`src/rtl/sgd_pkg.sv`:
```
package sgd_pkg;
  localparam int WORD_W     = 32;
  localparam int DESC_BYTES = 12;
  localparam int CNT_W      = 14;
  localparam int EOC_BIT    = 31;

  typedef enum logic [2:0] {
    S_IDLE, S_FETCH, S_LOAD, S_MRD, S_DTX, S_DRX, S_MWR, S_DONE
  } sgd_state_e;
endpackage

```
`src/rtl/sgd_desc_asm.sv`:
```
module sgd_desc_asm #(
  parameter int WORD_W = 32
) (
  input  logic              clk,
  input  logic              rst,
  input  logic              shift_en,
  input  logic [7:0]        din,
  output logic [WORD_W-1:0] buf_word,
  output logic [WORD_W-1:0] flag_word,
  output logic [WORD_W-1:0] link_word
);
  localparam int SR_W = 3 * WORD_W;
  logic [SR_W-1:0] sr;

  always_ff @(posedge clk) begin
    if (rst) sr <= '0;
    else if (shift_en) sr <= {sr[SR_W-9:0], din};
  end

  assign buf_word  = sr[SR_W-1 -: WORD_W];
  assign flag_word = sr[2*WORD_W-1 -: WORD_W];
  assign link_word = sr[WORD_W-1:0];
endmodule

```
`src/rtl/sgd_lane_swz.sv`:
```
module sgd_lane_swz #(
  parameter int ADDR_W = 32
) (
  input  logic              be,
  input  logic [ADDR_W-1:0] addr_in,
  output logic [ADDR_W-1:0] addr_out
);
  assign addr_out = {addr_in[ADDR_W-1:2], addr_in[1:0] ^ {2{be}}};
endmodule

```
`src/rtl/sgd_chunk_ctr.sv`:
```
module sgd_chunk_ctr #(
  parameter int CHUNK_BYTES = 512
) (
  input  logic clk,
  input  logic rst,
  input  logic clr,
  input  logic step,
  output logic at_last
);
  localparam int CW = (CHUNK_BYTES > 2) ? $clog2(CHUNK_BYTES) : 1;
  localparam logic [CW-1:0] LAST = CW'(CHUNK_BYTES - 1);
  logic [CW-1:0] pos;

  always_ff @(posedge clk) begin
    if (rst || clr) pos <= '0;
    else if (step) pos <= (pos == LAST) ? '0 : pos + 1'b1;
  end

  assign at_last = (pos == LAST);
endmodule

```
`src/rtl/sgdma_byte_mover.sv`:
```
module sgdma_byte_mover
  import sgd_pkg::*;
#(
  parameter int ADDR_W      = 32,
  parameter int REQ_W       = 16,
  parameter int CHUNK_BYTES = 512
) (
  input  logic              clk,
  input  logic              rst,
  input  logic              ctl_en,
  input  logic              ctl_h2d,
  input  logic              ctl_be,
  input  logic [ADDR_W-1:0] desc_ptr,
  input  logic              req_valid,
  input  logic [REQ_W-1:0]  req_bytes,
  output logic              busy,
  output logic              done,
  output logic              dev_clear,
  output logic              mem_req_valid,
  input  logic              mem_req_ready,
  output logic              mem_req_we,
  output logic [ADDR_W-1:0] mem_req_addr,
  output logic [7:0]        mem_req_wdata,
  input  logic [7:0]        mem_rdata,
  output logic              dev_tx_valid,
  input  logic              dev_tx_ready,
  output logic [7:0]        dev_tx_data,
  input  logic              dev_rx_valid,
  output logic              dev_rx_ready,
  input  logic [7:0]        dev_rx_data,
  output logic              dev_last
);
  localparam int FI_W = $clog2(DESC_BYTES);

  sgd_state_e          st;
  logic                h2d_q, be_q, eoc_q;
  logic [ADDR_W-1:0]   dptr, cur, nxt;
  logic [FI_W-1:0]     fidx;
  logic [CNT_W-1:0]    cnt;
  logic [REQ_W-1:0]    remain;
  logic [7:0]          data_q;
  logic [WORD_W-1:0]   d_buf, d_flags, d_link;
  logic [ADDR_W-1:0]   swz_addr;
  logic                chunk_last, start_ok, beat, fetch_beat;

  assign start_ok   = (st == S_IDLE) && req_valid && ctl_en && (req_bytes != '0);
  assign fetch_beat = (st == S_FETCH) && mem_req_ready;
  assign beat       = ((st == S_DTX) && dev_tx_ready) || ((st == S_MWR) && mem_req_ready);

  sgd_desc_asm #(.WORD_W(WORD_W)) u_asm (
    .clk(clk), .rst(rst), .shift_en(fetch_beat), .din(mem_rdata),
    .buf_word(d_buf), .flag_word(d_flags), .link_word(d_link)
  );

  sgd_lane_swz #(.ADDR_W(ADDR_W)) u_swz (
    .be(be_q), .addr_in(cur), .addr_out(swz_addr)
  );

  sgd_chunk_ctr #(.CHUNK_BYTES(CHUNK_BYTES)) u_chunk (
    .clk(clk), .rst(rst), .clr(start_ok), .step(beat), .at_last(chunk_last)
  );

  always_ff @(posedge clk) begin
    if (rst) begin
      st     <= S_IDLE;
      h2d_q  <= 1'b0;
      be_q   <= 1'b0;
      eoc_q  <= 1'b0;
      dptr   <= '0;
      cur    <= '0;
      nxt    <= '0;
      fidx   <= '0;
      cnt    <= '0;
      remain <= '0;
      data_q <= '0;
    end else begin
      case (st)
        S_IDLE: if (start_ok) begin
          h2d_q  <= ctl_h2d;
          be_q   <= ctl_be;
          dptr   <= desc_ptr;
          fidx   <= '0;
          remain <= req_bytes;
          st     <= S_FETCH;
        end
        S_FETCH: if (mem_req_ready) begin
          if (fidx == FI_W'(DESC_BYTES - 1)) st <= S_LOAD;
          else fidx <= fidx + 1'b1;
        end
        S_LOAD: begin
          cur   <= d_buf[ADDR_W-1:0];
          cnt   <= d_flags[CNT_W-1:0];
          eoc_q <= d_flags[EOC_BIT];
          nxt   <= d_link[ADDR_W-1:0];
          if (d_flags[CNT_W-1:0] == '0) begin
            if (d_flags[EOC_BIT]) st <= S_DONE;
            else begin
              dptr <= d_link[ADDR_W-1:0];
              fidx <= '0;
              st   <= S_FETCH;
            end
          end else begin
            st <= h2d_q ? S_MRD : S_DRX;
          end
        end
        S_MRD: if (mem_req_ready) begin
          data_q <= mem_rdata;
          st     <= S_DTX;
        end
        S_DRX: if (dev_rx_valid) begin
          data_q <= dev_rx_data;
          st     <= S_MWR;
        end
        S_DTX, S_MWR: if (beat) begin
          cur    <= cur + 1'b1;
          cnt    <= cnt - 1'b1;
          remain <= remain - 1'b1;
          if (remain == REQ_W'(1)) st <= S_DONE;
          else if (cnt == CNT_W'(1)) begin
            if (eoc_q) st <= S_DONE;
            else begin
              dptr <= nxt;
              fidx <= '0;
              st   <= S_FETCH;
            end
          end else begin
            st <= h2d_q ? S_MRD : S_DRX;
          end
        end
        S_DONE: st <= S_IDLE;
        default: st <= S_IDLE;
      endcase
    end
  end

  assign busy          = (st != S_IDLE);
  assign done          = (st == S_DONE);
  assign dev_clear     = (st == S_DONE) && h2d_q;
  assign mem_req_valid = (st == S_FETCH) || (st == S_MRD) || (st == S_MWR);
  assign mem_req_we    = (st == S_MWR);
  assign mem_req_addr  = (st == S_FETCH) ? dptr + ADDR_W'(fidx) : swz_addr;
  assign mem_req_wdata = data_q;
  assign dev_tx_valid  = (st == S_DTX);
  assign dev_tx_data   = data_q;
  assign dev_rx_ready  = (st == S_DRX);
  assign dev_last      = ((st == S_DTX) || (st == S_DRX)) &&
                         (chunk_last || (remain == REQ_W'(1)) || ((cnt == CNT_W'(1)) && eoc_q));
endmodule

```
`config.mk`:
```
export PLATFORM = sky130hd
export DESIGN_NAME = sgdma_byte_mover
export DESIGN_NICKNAME = d
export VERILOG_FILES = /design/src/rtl/sgd_pkg.sv /design/src/rtl/sgd_desc_asm.sv /design/src/rtl/sgd_lane_swz.sv /design/src/rtl/sgd_chunk_ctr.sv /design/src/rtl/sgdma_byte_mover.sv
export SDC_FILE = /design/constraint.sdc
export NUM_CORES = 1
export LEC_CHECK = 0
export ABC_AREA = 0
export BUFFER_PORTS_ARGS = -buffer_cell sky130_fd_sc_hd__buf_4
export CAP_MARGIN = 20
export CORE_ASPECT_RATIO = 1.1
export CORE_MARGIN = 5
export CORE_UTILIZATION = 25
export CTS_BUF_LIST = sky130_fd_sc_hd__clkbuf_4 sky130_fd_sc_hd__clkbuf_8
export DETAILED_ROUTE_END_ITERATION = 10
export GPL_TIMING_DRIVEN = 0
export PLACE_DENSITY_LB_ADDON = 0.25
export SYNTH_ARGS = -nofsm -noshare
export SYNTH_HDL_FRONTEND = slang
export SYNTH_SLANG_ARGS = --single-unit
```
`constraint.sdc`:
```
create_clock -name clk -period 3 [get_ports clk]
set_clock_uncertainty 0.05 [all_clocks]
set_input_delay 0.3 -clock clk [delete_from_list [all_inputs] [get_ports clk]]
set_output_delay 0.3 -clock clk [all_outputs]
set_load 0.005 [all_outputs]
```
======== Word-level counts from Yosys, hierarchy flattened ========
Index checks and enable logic that the tools add are counted.
word-level totals
  register bits after elaboration ......... 249
  input bits .............................. 73
  word-level logic and storage cells ...... 119
operators by class
  $add $sub $neg .......................... 6
  eq/ne operators ......................... 23
  mux-type cells .......................... 43
  bitwise logic cells ..................... 1
  reduce and logical (&&, ||, !) cells .... 33
operator list
  cell                                                                    number
  32-bit two-way mux                                                      9
  32-bit case mux with 3 select lines                                     1
  32-bit case mux with 2 select lines                                     1
  3-bit two-way mux                                                       12
  4-bit two-way mux                                                       9
  32-bit by 1-bit adder with 32-bit output, second input constant         1
  32-bit by 4-bit adder with 32-bit output                                1
  16-bit two-way mux                                                      2
  16-bit case mux with 2 select lines                                     1
  14-bit case mux with 2 select lines                                     1
  3-bit case mux with 7 select lines                                      1
  2-bit inequality test, second input constant                            10
  16-bit by 1-bit equality test with 1-bit output, second input constant  1
  8-bit two-way mux                                                       2
  4-bit case mux with 4 select lines                                      1
  8-bit case mux with 2 select lines                                      1
  16-bit nonzero test                                                     1
  16-bit by 1-bit subtractor with 16-bit output, second input constant    1
  14-bit by 1-bit equality test with 1-bit output, second input constant  1
  14-bit logical NOT                                                      1
  14-bit two-way mux                                                      1
  14-bit by 1-bit subtractor with 14-bit output, second input constant    1
  3-bit equality test, second input constant                              4
  10-bit AND reduction                                                    1
  20 further kinds                                                        41

======== Depth between registers and ports, before layout ========
Gate-level depths: netlist of run 1.
  depth in word-level cells ............... 6
  depth in mapped cells ................... 10
  gate-level depth less buffers ........... 8

======== Cells and area by module ========
Synthesis of run 1 repeated with hierarchy kept, for this count alone.
unflattened totals
  cell total of the unflattened synthesis .. 1624
  area, all modules ....................... 12891.1 µm²
modules (own cells, without submodules)
  module            times used  cells an instance  area each (µm²)
  sgdma_byte_mover  1           1236               8790.9
  sgd_desc_asm      1           310                3429.5
  sgd_chunk_ctr     1           46                 427.9
  sgd_lane_swz      1           32                 242.7

======== Least setup slack after synthesis of run 1 ========
No wires, ideal clock.
  kind .................................... reg2reg
  from .................................... register cnt[0]
  to ...................................... register dptr[10]
  data arrival time ....................... 2.319 ns
  required time ........................... 2.829 ns
  path slack .............................. 0.510 ns
  cell stages (with the launch flop) ...... 9
  buffers on the path ..................... 1
  clock period less this slack ............ 2.490 ns
  path through ............................ dfxtp_1 > ha_1 > nor4b_1 > nand4_1 > and2_4 > or4b_4 > nor2_8 > buf_12 > mux2_4
between the ends
  cells in the longest elaborated chain, start to end .. 3
ends and longest elaborated chain
  element                                          line                     source
  start, declared                                  sgdma_byte_mover.sv:39   logic [CNT_W-1:0] cnt;
  start signal, assigned                           sgdma_byte_mover.sv:92   cnt <= d_flags[CNT_W-1:0];
  start signal, assigned                           sgdma_byte_mover.sv:116  cnt <= cnt - 1'b1;
  14-bit by 1-bit equality test with 1-bit output  sgdma_byte_mover.sv:119  else if (cnt == CNT_W'(1)) begin
  2-bit inequality test (no line)                  -
  8-bit AND reduction (no line)                    -
  end signal, assigned                             sgdma_byte_mover.sv:81   dptr <= desc_ptr;
  end signal, assigned                             sgdma_byte_mover.sv:98   dptr <= d_link[ADDR_W-1:0];
  end signal, assigned                             sgdma_byte_mover.sv:122  dptr <= nxt;
  end, declared                                    sgdma_byte_mover.sv:37   logic [ADDR_W-1:0] dptr, cur, nxt;
No other way between the ends.
A chain may end at the register's enable or synchronous reset.

======== Worst setup path after layout of run 1 ========
  from .................................... register fidx[0]
  to ...................................... output mem_req_addr[18]
between the ends
  cells in the longest elaborated chain, start to end .. 2
ends and longest elaborated chain
  element                                   line                     source
  start, declared                           sgdma_byte_mover.sv:38   logic [FI_W-1:0] fidx;
  start signal, assigned                    sgdma_byte_mover.sv:88   else fidx <= fidx + 1'b1;
  32-bit by 4-bit adder with 32-bit output  sgdma_byte_mover.sv:141  assign mem_req_addr = (st == S_FETCH) ? dptr + ADDR_W'(fidx) : swz_addr;
  32-bit two-way mux                        sgdma_byte_mover.sv:141
  end, declared                             sgdma_byte_mover.sv:22   output logic [ADDR_W-1:0] mem_req_addr,
No other way between the ends.

==> impl_metrics.tcl, run 1 <==
set metrics [dict create \
    run_status "complete, but fails checks" \
    violations_in_the_final_reports "negative setup slack" \
    power_density_mw_per_mm2 510 \
    clk_pin_slew_worst_setup_hold_paths_ns 0.06 \
    fraction_of_final_layout_cells_with_drive_strength_greater_than_1 0.195 \
    whs_ns 0.0358 \
    combinationalPowerShare 0.137 \
    share_clk_of_total_power 0.449 \
    report.final.slew_viol_count 0 \
    share_seq_of_total_power 0.415 \
    cts.htree.levels 2 \
    grt_antenna_before_repair 1 \
    synth.most_common_cell "nand2_1" \
    post_synth_num_cell_types 73 \
    cp_top_family "compound AO/OA/AOI/OAI gates" \
    wl_um 55900 \
    layout.nets 2018 \
    max_clock_freq_mhz 322 \
    async_reset_ff_frac 0 \
    totalNegativeSetupSlack_ns -0.689 \
    setup.worst_path.end "mem_req_addr[18]" \
    setup_viol 14 \
    syn_to_final_growth_pct 29.3 \
    route.vias.total 13819 \
    clock_tree_from_tritoncts "built" \
    synth-seq-cells 249 \
    final_critical_path_setup_slack_ns -0.107 \
    total_power_mw 8.44 \
    grt.overflow.total 0 \
    reg2reg_setup_slack_ns 0.08 \
    global_route_wire_length_before_repair_um 83100 \
    die_height_um 247 \
    internal-power_mw 6.03 \
    timing.critical_path.buf_inv 1 \
    timing_worst_slew_pin_value_ns 1.09 \
    io_buffer_count 128 \
    post-route-util 0.324 \
    cts-root-buf "clkbuf_8" \
    post-place-ws_ns -0.269 \
    netlist_instances 1709 \
    clkLatencyLatePin_ns 0.65 \
    stdcell_area_mm2 0.0166 \
    die_area_mm2 0.0559 \
    core_area_mm2 0.0511 \
    dp_cells 2505 \
    hpwl_um 40500 \
    width_of_the_die_um 226 \
    layout_worst_path_cycle_share 1.04 \
    floorplan.initialDensity 0.251 \
    grtUsageTotal 0.193 \
    synth-main-ff-cell "dfxtp_1" \
    post_synth.cell_area_avg_um2 7.50 \
    synth-edff-count 0 \
    drt_first_iter_violations 1033 \
    vdd_drop_max_mv 0.264 \
    switching_power_share_of_the_total 0.286 \
    cts-buffers-inserted 48 \
    floorplan.rows 87 \
    synth_seq_area_share 0.389 \
    critical_path.max_fanout 7 \
    setup.worst_path.class "reg -> out" \
    cts-root-to-sink-buffers 3 \
    cap_violations 0 \
    reg2reg_from "st[0]" \
    grt_setup_unrepaired "yes" \
    worst_setup_sp "fidx[0]" \
    synth_area_leaders "dfxtp_1, nand2_1, a21oi_1" \
    synth.top_cells.by_count "nand2_1, dfxtp_1, a21oi_1" \
    postRouteAntennaNets 0 \
    route.detailed.drc 0 \
    detailed_place.area_mm2 0.0146 \
    grt_max_degree 14 \
    hold_violations 0 \
    cp_data_arrival_time_ns 2.76 \
    max_slew_margin 0.272 \
    synthesis.area_mm2 0.0128 \
    routed_wire_length_per_instance_um 21.2 \
    p_switching_mw 2.41 \
    holdCritPathClass "in -> reg" \
    num_io_pins 129 \
    gpl.final_weighted_congestion 0.917 \
    yosys_warnings 0 \
    critical-path-slowest-cell "fa_2" \
    element_type_at_the_critical_path_start "flop" \
    syn_nets 1795 \
    critical_path.endpoint_type "output pin" \
    grt_pass1_vias 13237 \
    filler_cell_count 5388 \
    cts.sinks 249 \
    worst_ep_required_time_ns 2.65 \
    power.leakage_nw 5.77 \
    longest_individual_stage_delay_on_the_worst_path_ns 0.38 \
    routed_via_density 5.24 \
    synth_top_area_frac 0.389 \
    worstReg2RegEnd "remain[3]" \
    cells_traversed_along_the_worst_timing_path "ha_4, fa_2, a21o_1, a21oi_4, or4_4, nor2_2, xnor2_1, o21ai_2, buf_4" \
    worst-path-stages 9 \
    reg2reg_depth 8 \
    detail_route.first_pass.iterations 5 \
    final-instance-count-excl-fill 2635 \
    period_minus_slack_ns 3.11 \
    post-synth-top-area-cell "dfxtp_1" \
]
==> layout make-up <==
class,instances,area [um^2],share of cell area
flip-flops and latches,249,5010,0.302
multi-input cells,1304,7560,0.457
well taps,667,835,0.0504
inverters,16,63.8,0.00385
clock buffers,75,938,0.0567
clock inverters,10,113,0.00680
diodes,1,2.50,0.000151
plain buffers,138,637,0.0384
repair buffers,175,1400,0.0847
==> worst min path at each step <==
| stage | from | to | slack (ns) | depth (start not counted) |
|---|---|---|---|---|
| final | rst | dptr[0] | 0.04 | 3 |
| after global routing | rst | dptr[0] | 0.04 | 3 |
| after CTS | rst | dptr[0] | 0.009 | 3 |
| after detailed placement | u_asm.sr[48] | u_asm.sr[56] | 0.39 | 2 |
| after global placement | nxt[5] | nxt[5] | 0.39 | 2 |
| after floorplan | u_asm.sr[91] | u_asm.sr[91] | 0.38 | 2 |
==> registers in the layout, indices dropped and copies added (netlist names) <==
| signal | flops |
|---|---|
| nxt | 32 |
| cur | 32 |
| h2d_q | 1 |
| remain | 16 |
| fidx | 4 |
| eoc_q | 1 |
| st | 3 |
| be_q | 1 |
| u_chunk.pos | 9 |
| cnt | 14 |
| dptr | 32 |
| u_asm.sr | 96 |
| dev_tx_data | 8 |
==> repair_timing <==
action                                  4_1_cts  5_1_grt
pin swaps                                    21       28
hold endpoints to repair                     28        0
hold buffers                                 28        0
gates resized for setup                     105       51
endpoints found under the setup margin      100      114
setup buffers                                17        4
==> worst min-delay path: stages <==
cell     delay [ns]
buf_4          0.14
nor2b_1        0.11
mux2_2         0.14
==> layer usage <==
| layer | share of wire | global-route usage | vias to the layer above |
|---|---|---|---|
| li1 | - | - | 6483 |
| met4 | 0.037 | 0.0748 | 0 |
| met5 | 0 | 0 | - |
| met1 | 0.42 | 0.244 | 6707 |
| met2 | 0.48 | 0.329 | 513 |
| met3 | 0.060 | 0.0300 | 116 |
==> cells by family after synthesis <==
family | count (synthesis) | share of synthesized area
AND/OR/NAND/NOR | 719 | 0.253
AO/OA/AOI/OAI | 503 | 0.233
flip-flops | 249 | 0.389
buffers and inverters | 156 | 0.0520
XOR/XNOR | 39 | 0.0267
multiplexers | 30 | 0.0330
adder cells (fa/ha/maj) | 13 | 0.0133
==> power groups by stage <==
stage / logic, mW / registers (mW) / clock network (mW)
2_1_floorplan: 0.642 / 3.53 / 0
3_3_place_gp: 1.04 / 3.56 / 0
3_5_place_dp: 1.05 / 3.56 / 0
4_1_cts: 1.14 / 3.49 / 3.84
5_1_grt: 1.24 / 3.51 / 3.96
6_report: 1.16 / 3.50 / 3.79
==> placed cells by master, fill, tap and decap left out, types with 6 or more instances in the layout <==
cell	n
and3_1	9
mux2_4	24
inv_1	12
xnor2_1	18
ha_1	8
a211oi_1	18
nand2_1	397
nand4_1	16
nand3_1	41
dfxtp_1	237
nor2b_1	33
dfxtp_2	9
a22oi_1	18
or3_1	8
buf_4	152
o21ai_0	72
o221ai_1	30
o21ai_2	20
clkbuf_1	100
clkbuf_4	20
o31ai_1	7
nor4_1	11
clkbuf_2	13
o21ai_1	6
xor2_1	13
clkbuf_8	60
a21oi_1	229
nor3_1	28
dlygate4sd3_1	28
a31oi_1	9
clkinv_2	6
a311oi_1	10
a21o_1	8
xnor2_2	7
nor2_1	111
o22ai_1	36
Power figures use the tool's default switching activity.
==> run 2, diff against run 1 <==
--- a/config.mk
+++ b/config.mk
@@ -15,6 +15,7 @@
 export DETAILED_ROUTE_END_ITERATION = 10
 export GPL_TIMING_DRIVEN = 0
 export PLACE_DENSITY_LB_ADDON = 0.25
+export SKIP_CTS_REPAIR_TIMING = 1
 export SYNTH_ARGS = -nofsm -noshare
 export SYNTH_HDL_FRONTEND = slang
 export SYNTH_SLANG_ARGS = --single-unit
==> constraint.sdc (replaced) <==
create_clock -name clk -period 3.5 [get_ports clk]
set_clock_uncertainty 0.05 [all_clocks]
set_input_delay 0.35 -clock clk [delete_from_list [all_inputs] [get_ports clk]]
set_output_delay 0.35 -clock clk [all_outputs]
set_load 0.005 [all_outputs]
==> run 2 against run 1 <==
Net effect: the run now ends clean; worst setup slack improved by 0.17 ns; core utilization is 1.2 points lower; cell count fell by 0.95%; clock power decreased by 15%; first-iteration DRC count rose by 3.0%; worst hold slack better by 0.0012 ns; clock-buffer cell count stayed put; combinational power fell by 19%; total power down 15%; critical path type unchanged; routed wire length is 1.0% lower; non-clock buffer count is 25 lower.
==> impl_metrics.tcl, run 2 (same netlist as run 1, synthesis figures left out) <==
set metrics [dict create \
    largest-register "u_asm.sr" \
    cts.sinks 249 \
    multi_input_comb_area_mm2 0.00723 \
    filler_cell_count 5423 \
    vdd_drop_max_mv 0.225 \
    global_route_wire_length_before_repair_um 82000 \
    report.final.slew_viol_count 0 \
    largest_reg_flops 96 \
    element_type_at_the_critical_path_start "flop" \
    grtUsageTotal 0.190 \
    cp_data_arrival_time_ns 3.03 \
    layout.nets 1993 \
    stdcell_area_mm2 0.0159 \
    power_density_mw_per_mm2 450 \
    routed_wire_length_per_instance_um 21.2 \
    fraction_of_final_layout_cells_with_drive_strength_greater_than_1 0.150 \
    cap_violations 0 \
    cts.htree.levels 2 \
    floorplan.initialDensity 0.251 \
    reg2reg_depth 8 \
    holdCritPathClass "in -> reg" \
    holdCritStartpoint "req_bytes[2]" \
    post-place-ws_ns 0.181 \
    worst-path-stages 8 \
    regArea_mm2 0.00498 \
    num_io_pins 129 \
    maxUsedRoutingLayer "met4" \
    die_area_mm2 0.0559 \
    timing_worst_slew_pin_value_ns 1.08 \
    io_buffer_count 128 \
    syn_to_final_growth_pct 24.4 \
    run_status "completed" \
    met3RoutedLength_um 3500 \
    max_clock_freq_mhz 291 \
    post-route-util 0.312 \
    totalNegativeSetupSlack_ns 0 \
    reg2reg_from "st[2]" \
    timing.critical_path.buf_inv 1 \
    hold_violations 0 \
    cp_top_family "compound AO/OA/AOI/OAI gates" \
    drt_first_iter_violations 1064 \
    cells_traversed_along_the_worst_timing_path "ha_1, fa_1, a21o_1, a21oi_4, nor3b_1, xnor2_1, o21ai_0, buf_4" \
    period_minus_slack_ns 3.43 \
    grt_max_degree 14 \
    cts-buffers-inserted 48 \
    max_slew_margin 0.283 \
    postRouteAntennaNets 0 \
    critical-path-slowest-cell "fa_1" \
    cts-root-to-sink-buffers 3 \
    grt_setup_unrepaired "yes" \
    layout.cells.most_common "nand2_1" \
    clkLatencyLatePin_ns 0.65 \
    critical_path.endpoint_type "output pin" \
    route.detailed.drc 0 \
    worstReg2RegEnd "cur[28]" \
    most_frequent_cells_in_the_layout "nand2_1, dfxtp_1, a21oi_1" \
    detail_route.first_pass.iterations 6 \
    hpwl_um 40500 \
    worst_ep_required_time_ns 3.10 \
    floorplan.rows 87 \
    worst_setup_sp "fidx[0]" \
    clk_pin_slew_worst_setup_hold_paths_ns 0.06 \
    route.vias.total 13731 \
    grt.overflow.total 0 \
    power.leakage_nw 5.45 \
    core_area_mm2 0.0511 \
    setup.worst_path.end "mem_req_addr[20]" \
    routed_via_density 5.26 \
    setup_viol 0 \
    cts-root-buf "clkbuf_8" \
    wl_um 55300 \
    setup.worst_path.class "reg -> out" \
    grt_antenna_before_repair 1 \
    clock_tree_from_tritoncts "built" \
    wirelength_met1_um 23300 \
    gpl.final_weighted_congestion 0.917 \
    layout_worst_path_cycle_share 0.981 \
    detailed_place.area_mm2 0.0146 \
    grt_pass1_vias 12995 \
    longest_individual_stage_delay_on_the_worst_path_ns 0.41 \
    die_height_um 247 \
    met2_length_um 26600 \
    width_of_the_die_um 226 \
    reg2reg_setup_slack_ns 0.12 \
    final_critical_path_setup_slack_ns 0.0655 \
    critical_path.max_fanout 9 \
]
[run 2: cell types whose count changed in the layout (fill, tap and decap cells not counted), moves of 7 or more]
cell,delta
buf_4,-14
clkbuf_1,+10
dfxtp_1,+12
dfxtp_2,-9
dlygate4sd3_1,-9
o21ai_0,+10
o21ai_1,+7
o21ai_2,-17
xnor2_1,+7
xnor2_2,-7
[run 2: where the power goes]
group / internal [mW] / switching, mW
registers: 2.91 / 0.0828
clock network: 1.85 / 1.38
logic: 0.375 / 0.564
total: 5.14 / 2.03
[run 2: metal layers]
metal	global-route usage	up-vias
met3	0.0304	112
met1	0.243	6663
met4	0.0721	0
li1	-	6438
met5	0	-
met2	0.323	518
[run 2: final cells by class]
| cell class | count | area share |
|---|---|---|
| Multi-Input combinational cell | 1304 | 0.454 |
| Buffer | 139 | 0.0384 |
| Sequential cell | 249 | 0.313 |
| Timing Repair Buffer | 149 | 0.0731 |
| Clock inverter | 10 | 0.00706 |
| Antenna cell | 1 | 0.000157 |
| Inverter | 16 | 0.00377 |
| Clock buffer | 75 | 0.0589 |
| Tap cell | 667 | 0.0524 |
[run 2: worst min path at each step]
| stage | endpoint | slack [ns] | cells after the start |
|---|---|---|---|
| 3_5_place_dp | u_asm.sr[56] | 0.39 | 2 |
| 2_1_floorplan | u_asm.sr[91] | 0.38 | 2 |
| 4_1_cts | h2d_q | -0.12 | 3 |
| 6_report | remain[2] | 0.04 | 5 |
| 5_1_grt | remain[0] | 0.08 | 3 |
| 3_3_place_gp | nxt[5] | 0.39 | 2 |
[run 2: worst register-to-register path, stage by stage (launching register included)]
cell,delay [ns]
dfxtp_1,0.35
buf_2,0.22
nor2b_1,0.33
nand2_1,0.15
a21oi_1,0.64
clkbuf_1,0.55
buf_1,0.65
nand3b_1,0.16
o221ai_1,0.18
[run 2: per-stage QoR]
step	power [mW]	hold slack [ns]	instances
after floorplan	3.58	0.382	1709
after global placement	3.94	0.391	2504
after detailed placement	3.95	0.393	2505
after CTS	7.18	-0.123	2590
after global routing	7.41	0.0756	2610
final	7.17	0.0370	2610
